### src/rtl/dclk_pkg.sv
package dclk_pkg;

    localparam int STEP_PLAIN_KHZ  = 3000;
    localparam int STEP_DOUBLE_KHZ = 6000;
    localparam int N_LOW           = 9;
    localparam int N_HIGH          = 127;
    localparam int M_FIRST         = 15;
    localparam int N_W             = 7;
    localparam int M_W             = 4;
    localparam int SHORT_W         = 28;
    localparam logic [SHORT_W-1:0] SHORT_INIT = 28'h0FFFFFFF;

    typedef enum logic [2:0] {
        ST_IDLE,
        ST_LAUNCH_N,
        ST_WAIT_N,
        ST_LAUNCH_V,
        ST_WAIT_V,
        ST_ADVANCE,
        ST_DONE
    } dclk_state_t;

endpackage

### src/rtl/dclk_serial_div.sv
module dclk_serial_div #(
    parameter int W = 24
) (
    input  logic         clk,
    input  logic         rst_n,
    input  logic         go,
    input  logic [W-1:0] numer,
    input  logic [W-1:0] denom,
    output logic [W-1:0] quot,
    output logic         fin
);
    localparam int CW = $clog2(W + 1);

    logic [W-1:0]  rem_q;
    logic [W-1:0]  shf_q;
    logic [W-1:0]  den_q;
    logic [CW-1:0] left_q;
    logic          run_q;
    logic [W:0]    trial;
    logic [W:0]    trial_sub;
    logic          fits;

    // one restoring step: bring down the next dividend bit, subtract if possible
    assign trial     = {rem_q, shf_q[W-1]};
    assign trial_sub = trial - {1'b0, den_q};
    assign fits      = (trial >= {1'b0, den_q});

    always_ff @(posedge clk or negedge rst_n) begin
        if (!rst_n) begin
            rem_q  <= '0;
            shf_q  <= '0;
            den_q  <= '0;
            left_q <= '0;
            run_q  <= 1'b0;
            fin    <= 1'b0;
        end else begin
            fin <= 1'b0;
            if (go) begin
                rem_q  <= '0;
                shf_q  <= numer;
                den_q  <= denom;
                left_q <= CW'(W);
                run_q  <= 1'b1;
            end else if (run_q) begin
                rem_q  <= fits ? trial_sub[W-1:0] : trial[W-1:0];
                shf_q  <= {shf_q[W-2:0], fits};
                left_q <= left_q - 1'b1;
                if (left_q == CW'(1)) begin
                    run_q <= 1'b0;
                    fin   <= 1'b1;
                end
            end
        end
    end

    assign quot = shf_q;

endmodule

### src/rtl/dclk_best_track.sv
module dclk_best_track
    import dclk_pkg::*;
(
    input  logic               clk,
    input  logic               rst_n,
    input  logic               clear,
    input  logic               offer,
    input  logic [N_W-1:0]     cand_n,
    input  logic [M_W-1:0]     cand_m,
    input  logic               cand_dbl,
    input  logic [SHORT_W-1:0] cand_short,
    output logic [N_W-1:0]     best_n,
    output logic [M_W-1:0]     best_m,
    output logic               best_dbl
);
    logic [SHORT_W-1:0] best_short;
    logic               better;

    // strictly smaller only: equal shortfalls keep the earlier candidate
    assign better = offer && (cand_short < best_short);

    always_ff @(posedge clk or negedge rst_n) begin
        if (!rst_n) begin
            best_short <= SHORT_INIT;
            best_n     <= '0;
            best_m     <= '0;
            best_dbl   <= 1'b0;
        end else if (clear) begin
            best_short <= SHORT_INIT;
            best_n     <= '0;
            best_m     <= '0;
            best_dbl   <= 1'b0;
        end else if (better) begin
            best_short <= cand_short;
            best_n     <= cand_n;
            best_m     <= cand_m;
            best_dbl   <= cand_dbl;
        end
    end

endmodule

### src/rtl/dclk_search.sv
module dclk_search
    import dclk_pkg::*;
#(
    parameter int TW = 20
) (
    input  logic          clk,
    input  logic          rst_n,
    input  logic          start,
    input  logic [TW-1:0] target_khz,
    output logic [6:0]    best_n,
    output logic [3:0]    best_m,
    output logic          best_double,
    output logic          done
);
    localparam int DW = TW + 4;

    dclk_state_t state, nstate;

    logic [TW-1:0]  tgt_q;
    logic [M_W-1:0] m_q;
    logic           dbl_q;
    logic [N_W-1:0] n_q;
    logic           done_q;

    logic           accept;
    logic           div_go;
    logic [DW-1:0]  div_numer;
    logic [DW-1:0]  div_denom;
    logic [DW-1:0]  div_quot;
    logic           div_fin;
    logic [DW-1:0]  step_khz;
    logic           n_ok;
    logic           last_cand;
    logic           offer;
    logic [TW-1:0]  shortfall;
    logic [SHORT_W-1:0] short_ext;

    assign accept    = start && ((state == ST_IDLE) || (state == ST_DONE));
    assign step_khz  = dbl_q ? DW'(STEP_DOUBLE_KHZ) : DW'(STEP_PLAIN_KHZ);
    assign n_ok      = (div_quot >= DW'(N_LOW)) && (div_quot <= DW'(N_HIGH));
    assign last_cand = (dbl_q || !m_q[0]) && (m_q == M_W'(1));
    assign div_go    = (state == ST_LAUNCH_N) || (state == ST_LAUNCH_V);
    assign offer     = (state == ST_WAIT_V) && div_fin;
    assign shortfall = tgt_q - div_quot[TW-1:0];
    assign short_ext = SHORT_W'(shortfall);

    always_comb begin
        if (state == ST_LAUNCH_N) begin
            div_numer = DW'(m_q) * DW'(tgt_q);
            div_denom = step_khz;
        end else begin
            div_numer = step_khz * DW'(n_q);
            div_denom = DW'(m_q);
        end
    end

    dclk_serial_div #(.W(DW)) u_div (
        .clk   (clk),
        .rst_n (rst_n),
        .go    (div_go),
        .numer (div_numer),
        .denom (div_denom),
        .quot  (div_quot),
        .fin   (div_fin)
    );

    dclk_best_track u_best (
        .clk        (clk),
        .rst_n      (rst_n),
        .clear      (accept),
        .offer      (offer),
        .cand_n     (n_q),
        .cand_m     (m_q),
        .cand_dbl   (dbl_q),
        .cand_short (short_ext),
        .best_n     (best_n),
        .best_m     (best_m),
        .best_dbl   (best_double)
    );

    // state register
    always_ff @(posedge clk or negedge rst_n) begin
        if (!rst_n) state <= ST_IDLE;
        else        state <= nstate;
    end

    // transitions
    always_comb begin
        nstate = state;
        unique case (state)
            ST_IDLE:     if (accept) nstate = ST_LAUNCH_N;
            ST_LAUNCH_N: nstate = ST_WAIT_N;
            ST_WAIT_N:   if (div_fin) nstate = n_ok ? ST_LAUNCH_V : ST_ADVANCE;
            ST_LAUNCH_V: nstate = ST_WAIT_V;
            ST_WAIT_V:   if (div_fin) nstate = ST_ADVANCE;
            ST_ADVANCE:  nstate = last_cand ? ST_DONE : ST_LAUNCH_N;
            ST_DONE:     if (accept) nstate = ST_LAUNCH_N;
            default:     nstate = ST_IDLE;
        endcase
    end

    // scan registers and done flag
    always_ff @(posedge clk or negedge rst_n) begin
        if (!rst_n) begin
            tgt_q  <= '0;
            m_q    <= '0;
            dbl_q  <= 1'b0;
            n_q    <= '0;
            done_q <= 1'b0;
        end else begin
            if (accept) begin
                tgt_q  <= target_khz;
                m_q    <= M_W'(M_FIRST);
                dbl_q  <= 1'b0;
                done_q <= 1'b0;
            end
            if ((state == ST_WAIT_N) && div_fin)
                n_q <= div_quot[N_W-1:0];
            if (state == ST_ADVANCE) begin
                if (last_cand) begin
                    done_q <= 1'b1;
                end else if (!dbl_q && m_q[0]) begin
                    dbl_q <= 1'b1;
                end else begin
                    dbl_q <= 1'b0;
                    m_q   <= m_q - 1'b1;
                end
            end
        end
    end

    assign done = done_q;

endmodule

### config.mk
export PLATFORM = sky130hd
export DESIGN_NAME = dclk_search
export DESIGN_NICKNAME = d
export VERILOG_FILES = /design/src/rtl/dclk_pkg.sv /design/src/rtl/dclk_serial_div.sv /design/src/rtl/dclk_best_track.sv /design/src/rtl/dclk_search.sv
export SDC_FILE = /design/constraint.sdc
export NUM_CORES = 1
export LEC_CHECK = 0
export BUFFER_PORTS_ARGS = -buffer_cell sky130_fd_sc_hd__buf_4
export CAP_MARGIN = 10
export CORE_MARGIN = 10
export CORE_UTILIZATION = 58
export CTS_BUF_LIST = sky130_fd_sc_hd__clkbuf_16
export DETAILED_ROUTE_END_ITERATION = 10
export GPL_TIMING_DRIVEN = 0
export PLACE_DENSITY = 0.76
export SYNTH_ARGS = -nofsm -noshare
export SYNTH_HDL_FRONTEND = slang
export SYNTH_SLANG_ARGS = --single-unit
### constraint.sdc
create_clock -name clk -period 4.85 [get_ports clk]
set_input_delay 0.2425 -clock clk [delete_from_list [all_inputs] [get_ports clk]]
set_output_delay 0.2425 -clock clk [all_outputs]
set_load 0.03 [all_outputs]
# Word level (Yosys, flattened, before mapping)

Index checks and enable logic that the tools add are counted.

Register bits after elaboration: 155
Input bits: 23
Bits in writable memories: 0
Memories: 0
Bits in read-only memories: 0
Bits in latches: 0
Output and inout port bits: 13

Bitwise gates (word level): 0
Reduce and logical (&&, ||, !) cells: 17
Muxes and demuxes: 41
Divide/modulo/power cells: 0
$lt $le $gt $ge: 4
Multiply operators: 2
Shift operators: 0
Add/sub/neg operators: 4
Equal/unequal tests: 11

Operator list:

| operator                                                           | count |
|---|---|
| 2-to-1 mux 24 bit                                                  | 6 |
| 2-to-1 mux 28 bit                                                  | 2 |
| less-than comparator 20 x 28 -> 1 bit                              | 1 |
| 2-to-1 mux 13 bit                                                  | 2 |
| greater-or-equal comparator 25 x 24 -> 1 bit                       | 1 |
| greater-or-equal comparator 24 x 4 -> 1 bit, second input constant | 1 |
| <= comparator 24 x 7 -> 1 bit, second input constant               | 1 |
| multiplier 4 x 20 -> 24 bit                                        | 1 |
| 2-to-1 mux 4 bit                                                   | 6 |
| subtractor 24 bit                                                  | 1 |
| multiplier 13 x 7 -> 20 bit                                        | 1 |
| subtractor 20 bit                                                  | 1 |
| case mux 3 bit (6 select lines)                                    | 1 |
| 2-to-1 mux 1 bit                                                   | 15 |
| 2-to-1 mux 3 bit                                                   | 5 |
| 2-to-1 mux 7 bit                                                   | 2 |
| 2-to-1 mux 5 bit                                                   | 2 |
| == test 3 bit, second input constant                               | 3 |
| logical AND 1 bit                                                  | 7 |
| == test 3 x 2 -> 1 bit, second input constant                      | 2 |
| inequality test 2 x 1 -> 1 bit, second input constant              | 3 |
| == test 5 x 1 -> 1 bit, second input constant                      | 1 |
| subtractor 5 x 1 -> 5 bit, second input constant                   | 1 |
| == test 4 x 1 -> 1 bit, second input constant                      | 1 |
| 8 further kinds                                                    | 12 |

# Depth between registers and ports, before layout

Gate-level depths: netlist (run 1).

Depth in word-level cells: 7
Gate-level depth with buffers: 23
Depth with buffers taken out: 21

# Cells and area by module

Synthesis (run 1) repeated with hierarchy kept, for this count alone.

Cells, all modules: 1645
Area, all modules: 14452.6 um2

Modules (own cells, without submodules):

| module          | area an instance (um2) | instances | cells an instance |
|---|---|---|---|
| dclk_search     | 6769.0                 | 1         | 819 |
| dclk_serial_div | 5098.6                 | 1         | 558 |
| dclk_best_track | 2585.0                 | 1         | 268 |

# Worst setup path after synthesis (run 1)

Ideal clock, no wire load.

Path type: register -> register
Start: reg dbl_q
End: reg u_div.shf_q[18] (netlist: u_div.quot[18])
Library setup time: 120 ps
Arrival time: 4912 ps
Stages on the path, launching flop included: 21
Path slack: -182 ps
Data required time: 4730 ps
Cell sequence: dfrtp_1 > clkbuf_1 > clkbuf_1 > nor2_1 > fa_1 > inv_1 > fa_1 > inv_1 > fa_1 > inv_1 > fa_1 > inv_1 > ha_1 > or3_1 > o21ai_0 > nor3_1 > a2111oi_2 > o21ai_1 > xnor2_1 > o22ai_1 > a31o_2

Cells in the longest elaborated chain, start to end: 4

Ends and longest elaborated chain:

| what                        | RTL line              | RTL |
|---|---|---|
| from (decl)                 | dclk_search.sv:21     | `logic dbl_q;` |
| from (signal assigned)      | dclk_search.sv:107    | `dbl_q <= 1'b0;` |
| from (signal assigned)      | dclk_search.sv:114    | `dbl_q <= 1'b0;` |
| from (signal assigned)      | dclk_search.sv:123    | `dbl_q <= 1'b1;` |
| 2-to-1 mux 13 bit           | dclk_search.sv:39     | `assign step_khz = dbl_q ? DW'(STEP_DOUBLE_KHZ) : DW'(STEP_PLAIN_KHZ);` |
| multiplier 13 x 7 -> 20 bit | dclk_search.sv:52     | `div_numer = step_khz * DW'(n_q);` |
| 2-to-1 mux 24 bit           | dclk_search.sv:48     | `if (state == ST_LAUNCH_N) begin` |
| 2-to-1 mux 24 bit           | dclk_serial_div.sv:38 | `if (go) begin` |
| to (signal assigned)        | dclk_serial_div.sv:40 | `shf_q <= numer;` |
| to (signal assigned)        | dclk_serial_div.sv:46 | `shf_q <= {shf_q[W-2:0], fits};` |
| to (decl)                   | dclk_serial_div.sv:15 | `logic [W-1:0] shf_q;` |

Every way passes these cells.
A chain may end at the register's enable or synchronous reset.

# Final worst setup path (run 1)

Start: reg dbl_q
End: reg u_div.shf_q[14] (netlist: u_div.quot[14])

Same word-level chain as after synthesis.

==> results of run 1 <==
[flip-flops by register name, indices dropped and copies added (netlist names), 4 cells and up]
signal             cells
u_div.rem_q           24
u_best.best_short     21
u_div.left_q           5
n_q                    7
tgt_q                 20
u_best.best_m          4
m_q                    4
u_div.quot            24
u_div.den_q            7
u_best.best_n          7
[tightest hold or removal path: stages]
cell and delay [ns]:
buf_4 0.07, nand2_1 0.04, nand2_1 0.04
[cell usage in the layout (no fill, tap or decap), types with 6 or more instances in the layout]
master / instances
nor2_1: 75
nor2b_1: 10
dfstp_2: 21
nor3_1: 16
xor2_1: 29
o211ai_1: 16
dlygate4sd3_1: 8
a21o_1: 34
a211o_1: 6
fa_1: 66
mux2i_1: 15
o21ai_0: 74
nor4_1: 7
nand3b_1: 6
inv_1: 157
a311oi_1: 6
nand4_1: 13
a21oi_1: 77
o22ai_1: 8
a31oi_1: 13
xnor2_1: 33
buf_4: 52
nand3_1: 20
ha_1: 114
dfrtp_1: 106
clkbuf_16: 18
nand2_1: 220
inv_2: 7
o21a_1: 9
a211oi_1: 22
and2_1: 35
nand2b_1: 6
clkbuf_1: 39
[worst max-delay path by stage]
stage | from | to | cells after the start
floorplan | dbl_q | u_div.quot[18] | 20
global placement | dbl_q | u_div.quot[18] | 20
detailed placement | dbl_q | u_div.quot[18] | 20
CTS | dbl_q | u_div.quot[18] | 20
global route | tgt_q[0] | u_best.best_short[0] | 23
finish | dbl_q | u_div.quot[14] | 21
[what timing repair did]
item,CTS,global route
endpoints found under the setup margin,33,45
buffers inserted,10,7
pin swaps,9,27
gates resized for setup,25,68
hold buffers,8,0
hold endpoints to repair,32,0
[through the flow]
stage                     worst slack [ns]  cell area (sq um)  cells  TNS, ns  utilization
after global placement              -0.628              12500   1701    -3.10        0.619
final                                0.114              13700   1757        0        0.675
after detailed placement            -0.626              12500   1702    -4.90        0.620
after global routing                -0.128              13700   1757    -1.62        0.675
after CTS                          -0.0109              13400   1752  -0.0109        0.661
after floorplan                     0.0688              11900   1396        0            -
[kinds of logic after synthesis]
logic type / after synthesis
XOR/XNOR: 67
other: 2
AND/OR/NAND/NOR: 442
adder cells (fa/ha/maj): 187
flip-flops: 131
AO/OA/AOI/OAI: 324
buffers and inverters: 223
multiplexers: 20
[metal layers]
layer / part of all wire / track usage
met5: 0 / 0
met4: 0.031 / 0.0889
met3: 0.067 / 0.0473
met2: 0.46 / 0.391
met1: 0.44 / 0.326
[final cells by class]
type,instances,area [sq um],share of cell area
buffer,59,300,0.0220
clock buffer,17,425,0.0311
clock inverter,15,150,0.0110
inverter,162,612,0.0448
multi-input combinational,1042,7990,0.585
sequential,131,3310,0.242
tap,270,338,0.0247
timing repair buffer,61,531,0.0388
==> reports/metrics.csv, run 1 <==
stage,metric,value,unit
run_status,status,completed,
sta,min_period_over_period,0.976,
min_path,whs_path_depth,3,
clock_tree,cts_max_level,4,
route,antenna_left,0,
clock_tree,cts_root_buf,clkbuf_16,
clock_tree,cts_tree,done,
critical_path,cp.arrival,5.08,ns
place,post-dp-hpwl,24100,um
floorplanning,die_w,163,um
critical_path,path_buf_inv,8,
synth,synth-edff-count,0,
route,dr.pass1.iters,6,
sta,rsz0062_at_grt,true,
sta,max_slew_margin,0.347,
place,port_buffers,35,
critical_path,ff2ff_path_depth,21,
global_route,grt_pass1_wl,52500,um
synth,synth-compound-area-share,0.174,
critical_path,slowest_delay,0.55,ns
synth,synthCells,1396,
route,route.detailed.drc,0,
floorplanning,core,20200,sq um
critical_path,crit_family,adder cells,
layout,antennaDiodeCount,0,
sta,maxSlewViolCount,0,
global_route,track_usage,0.245,
critical_path,crit-reg2reg-launch,dbl_q,
min_path,hold_start,target_khz[15],
clock_tree,cts_max_path_buffers,2,
route,wirelength,32600,um
critical_path,crit_required,5.20,ns
sta,hold_viol,0,
synth,synth.top_cell.area_share,0.231,
layout,area_growth,14.6,%
flow_run,cap_viol_max_count,0,
critical_path,r2r-end,u_div.quot[14],
clock_tree,path_clk_slew,0.06,ns
floorplanning,io_pins,36,
critical_path,r2r_setup_slack,0.11,ns
global_route,antenna_found_initial,0,
critical_path,slowest_stage,fa_1,
route,vias_per_cell,5.95,
sta,fin_skew,0.00712,ns
floorplanning,start_util,0.589,
clock_tree,cts_buffers,17,
floorplanning,dieArea,26700,sq um
synth,synth_ff_type,dfrtp_1,
synth,netlist_top_cells_area,"dfrtp_1 (23%), ha_1 (13%), fa_1 (11%)",
synth,synth.cell_area,11900,sq um
clock_tree,clock_latency,0.43,ns
synth,synthesis.nets,1606,
critical_path,cp-end-kind,flop,
route,vias,10500,
route,drtIter0Drc,936,
synth,yosys_warnings,0,
floorplanning,rows,52,
critical_path,path_max_fanout,6,
global_route,gr-total-overflow,0,
global_route,grt_pass1_vias,10200,
synth,synthMuxAreaShare,0.0173,
synth,synthAdderAreaFrac,0.239,
layout,n_fill_cell,1636,
synth,async_flop_share,1.00,
global_route,grt_start_max_net_pins,97,
route,wl_per_cell,18.6,um
layout,drive_gt1_frac,0.121,
sta,fmax,0.211,GHz
place,gp_congestion,0.952,
synth,yosysTopAreaCell,dfrtp_1,
synth,synth_top_family_by_area,adder cells,
synth,synth_area_per_cell,8.53,sq um
synth,ys_top_cells_by_count,"nand2_1 (222), inv_1 (162), ha_1 (120)",
synth,synth-xor-area-share,0.0493,
floorplanning,die_height,163,um
min_path,holdPathEnd,tgt_q[15],
min_path,hp-class,in -> reg,
layout,nNetsFinal,1684,
synth,seq_area_frac_synth,0.277,
sta,timing.hold.ws,0.00523,ns
critical_path,path_cells,"buf_8, clkbuf_16, nor2_4, fa_1, inv_1, fa_1, inv_2, fa_1, inv_2, fa_1, inv_2, ha_4, or3_4, o21ai_4, nor3_4, a2111oi_4, buf_4, buf_4, xnor2_1, a21oi_1, a21oi_1",
clock_tree,clock_sinks,131,
critical_path,cp-start-kind,flop,
critical_path,crit_top_cell,fa_1,
synth,yosysMostFrequentCell,nand2_1,
synth,synth_cell_types,72,
synth,synth_seq_cells,131,
synth,synth-simple-area-share,0.171,
sta,worst_pin_slew,0.977,ns
sta,finalCriticalPeriod,4.74,ns
critical_path,critical_path_class,reg -> reg,
sta,setup_viol,0,
Power of run 1 is not shown: default switching activity piles up to over one toggle a cycle in this logic, so the estimate is an artifact.
==> run 2, diff against run 1 <==
--- a/config.mk
+++ b/config.mk
@@ -7,12 +7,15 @@
 export LEC_CHECK = 0
 export BUFFER_PORTS_ARGS = -buffer_cell sky130_fd_sc_hd__buf_4
 export CAP_MARGIN = 10
+export CELL_PAD_IN_SITES_DETAIL_PLACEMENT = 1
+export CELL_PAD_IN_SITES_GLOBAL_PLACEMENT = 1
 export CORE_MARGIN = 10
-export CORE_UTILIZATION = 58
+export CORE_UTILIZATION = 46
 export CTS_BUF_LIST = sky130_fd_sc_hd__clkbuf_16
 export DETAILED_ROUTE_END_ITERATION = 10
 export GPL_TIMING_DRIVEN = 0
-export PLACE_DENSITY = 0.76
+export PLACE_DENSITY = 0.77
 export SYNTH_ARGS = -nofsm -noshare
 export SYNTH_HDL_FRONTEND = slang
+export SYNTH_HIERARCHICAL = 1
 export SYNTH_SLANG_ARGS = --single-unit
==> run 2 against run 1 <==
  * The flow now finishes with violations (negative setup slack)
  * Worst setup slack lost 0.57 ns
  * Critical path depth decreased by 1
  * Die area is 46% higher
  * Fmax fell by 11%
  * Synthesized area rose by 21%
  * Synthesized cell count grew 18%
  * Critical path type unchanged
  * Critical endpoint is now u_div/quot[18]
==> reports/metrics.csv, run 2 <==
stage,metric,value,unit
run_status,status,finished with violations,
run_status,failed_checks,negative setup slack,
layout,nNetsFinal,1979,
synth,async_flop_share,1.00,
sta,fmax,0.189,GHz
synth,synth-simple-area-share,0.165,
layout,final_common_cell,inv_1,
floorplanning,die_height,197,um
route,dr.pass1.iters,7,
layout,drive_gt1_frac,0.135,
clock_tree,cts_max_level,4,
sta,setup_viol,5,
global_route,grt_pass1_wl,70900,um
synth,synth_ff_type,dfrtp_1,
clock_tree,clock_sinks,155,
flow_run,cap_viol_max_count,0,
synth,synth_area_per_cell,8.79,sq um
global_route,grt_start_max_net_pins,87,
route,antenna_left,0,
sta,fin_skew,0.0131,ns
critical_path,crit_start,dbl_q,
critical_path,path_max_fanout,5,
clock_tree,path_clk_slew,0.07,ns
critical_path,cp-start-kind,flop,
floorplanning,io_pins,36,
synth,ys_top_cells_by_count,"inv_1 (185), nand2_1 (155), nor2_1 (142)",
sta,hold_viol,0,
synth,synthCells,1645,
sta,maxSlewViolCount,0,
synth,synthAdderAreaFrac,0.213,
synth,synthMuxAreaShare,0.0649,
floorplanning,start_util,0.469,
synth,synth.cell_area,14500,sq um
critical_path,ff2ff_path_depth,20,
critical_path,path_cells,"buf_8, buf_4, nand2_1, fa_1, inv_2, fa_2, inv_2, fa_1, fa_1, inv_2, ha_4, a211oi_2, o21bai_1, a21o_1, a221o_1, o31a_1, xnor2_2, mux2i_1, nand2_1, o21ai_1",
critical_path,slowest_delay,0.57,ns
synth,synth_seq_cells,155,
clock_tree,cts_buffers,17,
min_path,hp-class,in -> reg,
critical_path,cp-end-kind,flop,
clock_tree,cts_root_buf,clkbuf_16,
sta,fin_setup_tns,-1.29,ns
sta,finalCriticalPeriod,5.30,ns
layout,antennaDiodeCount,0,
clock_tree,cts_tree,done,
clock_tree,clock_latency,0.45,ns
synth,synth_top_family_by_area,adder cells,
floorplanning,die_w,197,um
sta,min_period_over_period,1.09,
synth,netlist_top_cells_area,"dfrtp_1 (22%), ha_1 (12%), fa_1 (9.3%)",
synth,seq_area_frac_synth,0.271,
clock_tree,cts_max_path_buffers,2,
synth,yosysMostFrequentCell,inv_1,
sta,max_slew_margin,0.462,
global_route,track_usage,0.227,
synth,synth_cell_types,87,
sta,timing.hold.ws,0.0197,ns
route,wl_per_cell,20.4,um
place,port_buffers,35,
layout,area_growth,13.7,%
route,vias_per_cell,5.71,
global_route,antenna_found_initial,0,
synth,synth-xor-area-share,0.0424,
route,route.detailed.drc,0,
global_route,grt_pass1_vias,13300,
min_path,hold_start,target_khz[0],
critical_path,crit-reg2reg-launch,dbl_q,
critical_path,cp.arrival,5.62,ns
floorplanning,dieArea,38900,sq um
place,gp_congestion,0.867,
route,drtIter0Drc,645,
route,wirelength,44000,um
synth,synth-compound-area-share,0.172,
floorplanning,core,30800,sq um
critical_path,crit_required,5.16,ns
min_path,whs_path_depth,3,
sta,fin_ws,-0.453,ns
place,post-dp-hpwl,33400,um
floorplanning,rows,64,
layout,regMostFlops,u_best/best_short,
critical_path,slowest_stage,fa_2,
synth,synth.top_cell.area_share,0.220,
critical_path,critical_path_class,reg -> reg,
layout,final_util,0.533,
synth,yosys_warnings,6,
synth,synth-edff-count,0,
sta,rsz0062_at_grt,true,
layout,largest_reg_flops,28,
sta,worst_pin_slew,0.807,ns
global_route,gr-total-overflow,0,
layout,final_cell_mix,"inv_1 (181), nand2_1 (154), nor2_1 (139), ha_1 (135), dfrtp_1 (124)",
synth,yosysTopAreaCell,dfrtp_1,
route,vias,12300,
## run 2: cell type report
cell class,count,area [sq um]
fillers,3641,14400
flip-flops and latches,155,3920
clock inverters,14,180
inverters,185,694
plain buffers,72,372
multi-input cells,1260,9870
repair buffers,59,484
well taps,396,495
clock buffers,17,425
## run 2: stage by stage
stage / instance area [sq um] / setup slack [ns] / std cells
finish: 16400 / -0.453 / 2158
global route: 16400 / -0.576 / 2158
CTS: 16300 / -0.234 / 2153
detailed placement: 15400 / -0.827 / 2104
global placement: 15300 / -0.717 / 2103
floorplan: 14600 / 0.0674 / 1672
## run 2: kinds of logic (layout without fill, tap and decap cells)
| kind of cell | Yosys count | after routing |
|---|---|---|
| simple gates | 501 | 501 |
| compound gates | 363 | 363 |
| buf+inv | 257 | 347 |
| fa+ha+maj | 206 | 206 |
| flops | 155 | 155 |
| mux | 91 | 91 |
| xor+xnor | 70 | 70 |
| other cells | 2 | 29 |
## run 2: path summary, 6_finish.rpt
check                                  endpoint  slack (ns)
setup / recovery                 u_div/quot[18]       -0.45
hold / removal                         tgt_q[0]        0.02
setup reg to reg                 u_div/quot[18]       -0.45
hold reg to reg            u_best/best_short[2]        0.52
max in group asynchronous       u_div/den_q[23]        3.65
min in group asynchronous             tgt_q[18]        0.33
## run 2: metal layers
metal,wire (um),vias to the layer above,share of wire,global-route usage
li1,-,5784,-,-
met1,18700,6279,0.42,0.266
met2,23100,182,0.52,0.420
met3,1080,73,0.025,0.0288
met4,1170,0,0.027,0.0715
met5,0,-,0,0
## run 2: repair_timing
| item | 4_1_cts | 5_1_grt |
|---|---|---|
| endpoints found under the setup margin | 10 | 48 |
| cloned | 0 | 0 |
| hold endpoints to repair | 41 | 0 |
| pin swaps | 21 | 10 |
| hold buffers | 1 | 0 |
| resized for setup | 36 | 37 |
| buffers inserted | 17 | 5 |
## run 2: worst max-delay path: cells and delay by family (launching register included)
family                   cells  cell delay (ns)
adder cells (fa/ha/maj)      5             2.36
AO/OA/AOI/OAI                6             1.34
flip-flops                   1             0.43
buffers and inverters        5             0.40
XOR/XNOR                     1             0.30
AND/OR/NAND/NOR              2             0.19
multiplexers                 1             0.15
Power of run 2 is left out for the same reason.
==> run 3, diff against run 2 <==
--- a/config.mk
+++ b/config.mk
@@ -5,7 +5,7 @@
 export SDC_FILE = /design/constraint.sdc
 export NUM_CORES = 1
 export LEC_CHECK = 0
-export BUFFER_PORTS_ARGS = -buffer_cell sky130_fd_sc_hd__buf_4
+export BUFFER_PORTS_ARGS = -buffer_cell sky130_fd_sc_hd__buf_2
 export CAP_MARGIN = 10
 export CELL_PAD_IN_SITES_DETAIL_PLACEMENT = 1
 export CELL_PAD_IN_SITES_GLOBAL_PLACEMENT = 1
==> constraint.sdc (replaced) <==
create_clock -name clk -period 4.35 [get_ports clk]
set_input_delay 0.2175 -clock clk [delete_from_list [all_inputs] [get_ports clk]]
set_output_delay 0.2175 -clock clk [all_outputs]
set_load 0.03 [all_outputs]
==> run 3 against run 2 <==
  * The run still ends with negative setup slack left
  * Die area unchanged
  * First-iteration DRC count decreased by 6.2%
  * Flip-flop and latch count did not move
  * Register-to-register slack worse by 0.33 ns
  * Utilization is 2.8 points higher
  * Critical path depth decreased by 1
  * Cell area is 5.3% higher
  * Fmax increased by 3.3%
  * Global-route usage grew 0.70 points
  * Worst setup slack worse by 0.33 ns
  * Clock skew is 0.0058 ns higher
  * Via count rose by 3.0%
  * Critical path type unchanged
  * Critical endpoint unchanged
==> reports/metrics.csv, run 3 (synthesis results as in run 2) <==
stage,metric,value,unit
critical_path,slowest_delay,0.57,ns
clock_tree,clock_sinks,155,
route,wirelength,47300,um
critical_path,cp.arrival,5.46,ns
floorplanning,dieArea,38900,sq um
floorplanning,start_util,0.469,
sta,finalCriticalPeriod,5.13,ns
critical_path,cp-end-kind,flop,
min_path,hold_start,start,
floorplanning,rows,64,
clock_tree,cts_root_buf,clkbuf_16,
floorplanning,die_height,197,um
route,drtIter0Drc,605,
critical_path,ff2ff_path_depth,19,
place,gp_congestion,0.835,
run_status,failed_checks,negative setup slack,
sta,fmax,0.195,GHz
floorplanning,die_w,197,um
sta,worst_pin_slew,0.820,ns
critical_path,path_max_fanout,6,
global_route,grt_pass1_vias,13500,
global_route,antenna_found_initial,0,
sta,hold_viol,0,
layout,antennaDiodeCount,0,
place,post-dp-hpwl,32900,um
layout,largest_reg_flops,28,
critical_path,cp-start-kind,flop,
critical_path,path_cells,"clkbuf_16, nand2b_4, fa_2, inv_2, fa_1, inv_2, fa_2, fa_1, inv_2, ha_4, a211oi_2, o21bai_1, a21o_1, a221o_1, o31a_1, xnor2_2, mux2i_1, nand2_1, o21ai_1",
global_route,grt_start_max_net_pins,89,
layout,area_growth,19.7,%
route,antenna_left,0,
critical_path,crit-reg2reg-launch,dbl_q,
critical_path,critical_path_class,reg -> reg,
global_route,track_usage,0.234,
route,dr.pass1.iters,5,
sta,min_period_over_period,1.18,
sta,setup_viol,9,
sta,max_slew_margin,0.453,
layout,final_common_cell,inv_1,
critical_path,crit_required,4.68,ns
layout,regMostFlops,u_best/best_short,
route,vias_per_cell,5.74,
layout,final_util,0.561,
global_route,grt_pass1_wl,72700,um
sta,fin_skew,0.0188,ns
clock_tree,path_clk_slew,0.08,ns
run_status,status,finished with violations,
sta,fin_ws,-0.783,ns
route,vias,12700,
critical_path,r2r_setup_slack,-0.78,ns
route,wl_per_cell,21.4,um
layout,nNetsFinal,2031,
sta,maxSlewViolCount,0,
critical_path,crit_top_cell,inv_2,
critical_path,slowest_stage,fa_2,
floorplanning,core,30800,sq um
min_path,holdPathEnd,state[0],
clock_tree,clock_latency,0.47,ns
layout,drive_gt1_frac,0.185,
layout,final_cell_mix,"inv_1 (174), nand2_1 (154), nor2_1 (136), ha_1 (127), dfrtp_1 (119)",
clock_tree,cts_buffers,17,
clock_tree,cts_max_path_buffers,2,
min_path,whs_path_depth,4,
flow_run,cap_viol_max_count,0,
place,port_buffers,35,
sta,rsz0062_at_grt,true,
floorplanning,io_pins,36,
route,route.detailed.drc,0,
critical_path,r2r-end,u_div/quot[18],
global_route,gr-total-overflow,0,
clock_tree,cts_max_level,4,
clock_tree,cts_tree,done,
min_path,hp-class,in -> reg,
-- run 3: changes by cell type in the layout (fill, tap and decap cells not counted), moves of 8 or more --
| cell | previous run | this run |
|---|---|---|
| o21ai_0 | 93 | 81 |
| buf_4 | 55 | 42 |
| o21ai_1 | 22 | 30 |
| a21oi_2 | 2 | 15 |
| buf_2 | 9 | 43 |
| ha_1 | 135 | 127 |
| a21oi_1 | 71 | 58 |
| dlygate4sd3_1 | 1 | 21 |
-- run 3: per-layer routing --
metal | routed length [um] | global-route usage | part of all wire | up-vias
met5 | 0 | 0 | 0 | -
met4 | 1850 | 0.0755 | 0.039 | 0
met3 | 1180 | 0.0295 | 0.025 | 82
met2 | 24600 | 0.431 | 0.52 | 225
met1 | 19700 | 0.276 | 0.42 | 6478
li1 | - | - | - | 5897
-- run 3: through the flow --
stage | std cells | setup slack (ns) | setup TNS, ns | cell area (sq um) | hold slack (ns)
after floorplan | 1672 | -0.205 | -0.246 | 14600 | -0.0781
after global placement | 2103 | -0.914 | -13.95 | 15300 | 0.449
after detailed placement | 2104 | -0.959 | -20.95 | 15300 | 0.207
after CTS | 2180 | -0.670 | -3.29 | 16700 | 0.212
after global routing | 2211 | -0.936 | -9.16 | 17300 | 0.236
final | 2211 | -0.783 | -4.59 | 17300 | 0.220
-- run 3: critical path, delay by kind of cell (launching register included) --
family | cells | cell delay (ns)
adder cells (fa/ha/maj) | 5 | 2.27
AND/OR/NAND/NOR | 2 | 0.25
AO/OA/AOI/OAI | 6 | 1.20
flip-flops | 1 | 0.48
buffers and inverters | 4 | 0.36
XOR/XNOR | 1 | 0.28
multiplexers | 1 | 0.14
-- run 3: what timing repair did --
item / in CTS / in global routing
gates resized for setup: 71 / 98
gates cloned: 1 / 3
pin swaps: 38 / 25
buffers inserted: 22 / 29
setup endpoints to repair: 54 / 54
endpoints found under the hold margin: 59 / 0
hold buffers: 21 / 0
-- run 3: layout make-up --
| class | count | area [sq um] |
|---|---|---|
| sequential | 155 | 3920 |
| timing repair buffer | 111 | 956 |
| clock inverter | 15 | 195 |
| multi-input combinational | 1260 | 10200 |
| clock buffer | 17 | 425 |
| fill | 3511 | 13500 |
| buffer | 72 | 412 |
| tap | 396 | 495 |
| inverter | 185 | 694 |
-- run 3: worst max path at each step --
stage	startpoint	endpoint	slack, ns
after floorplan	dbl_q	u_div/quot[18]	-0.20
after global placement	dbl_q	u_div/quot[18]	-0.91
after detailed placement	dbl_q	u_div/quot[18]	-0.96
after CTS	dbl_q	u_div/quot[18]	-0.67
after global routing	n_q[4]	u_div/quot[18]	-0.94
final	dbl_q	u_div/quot[18]	-0.78
Power of run 3 is left out for the same reason.
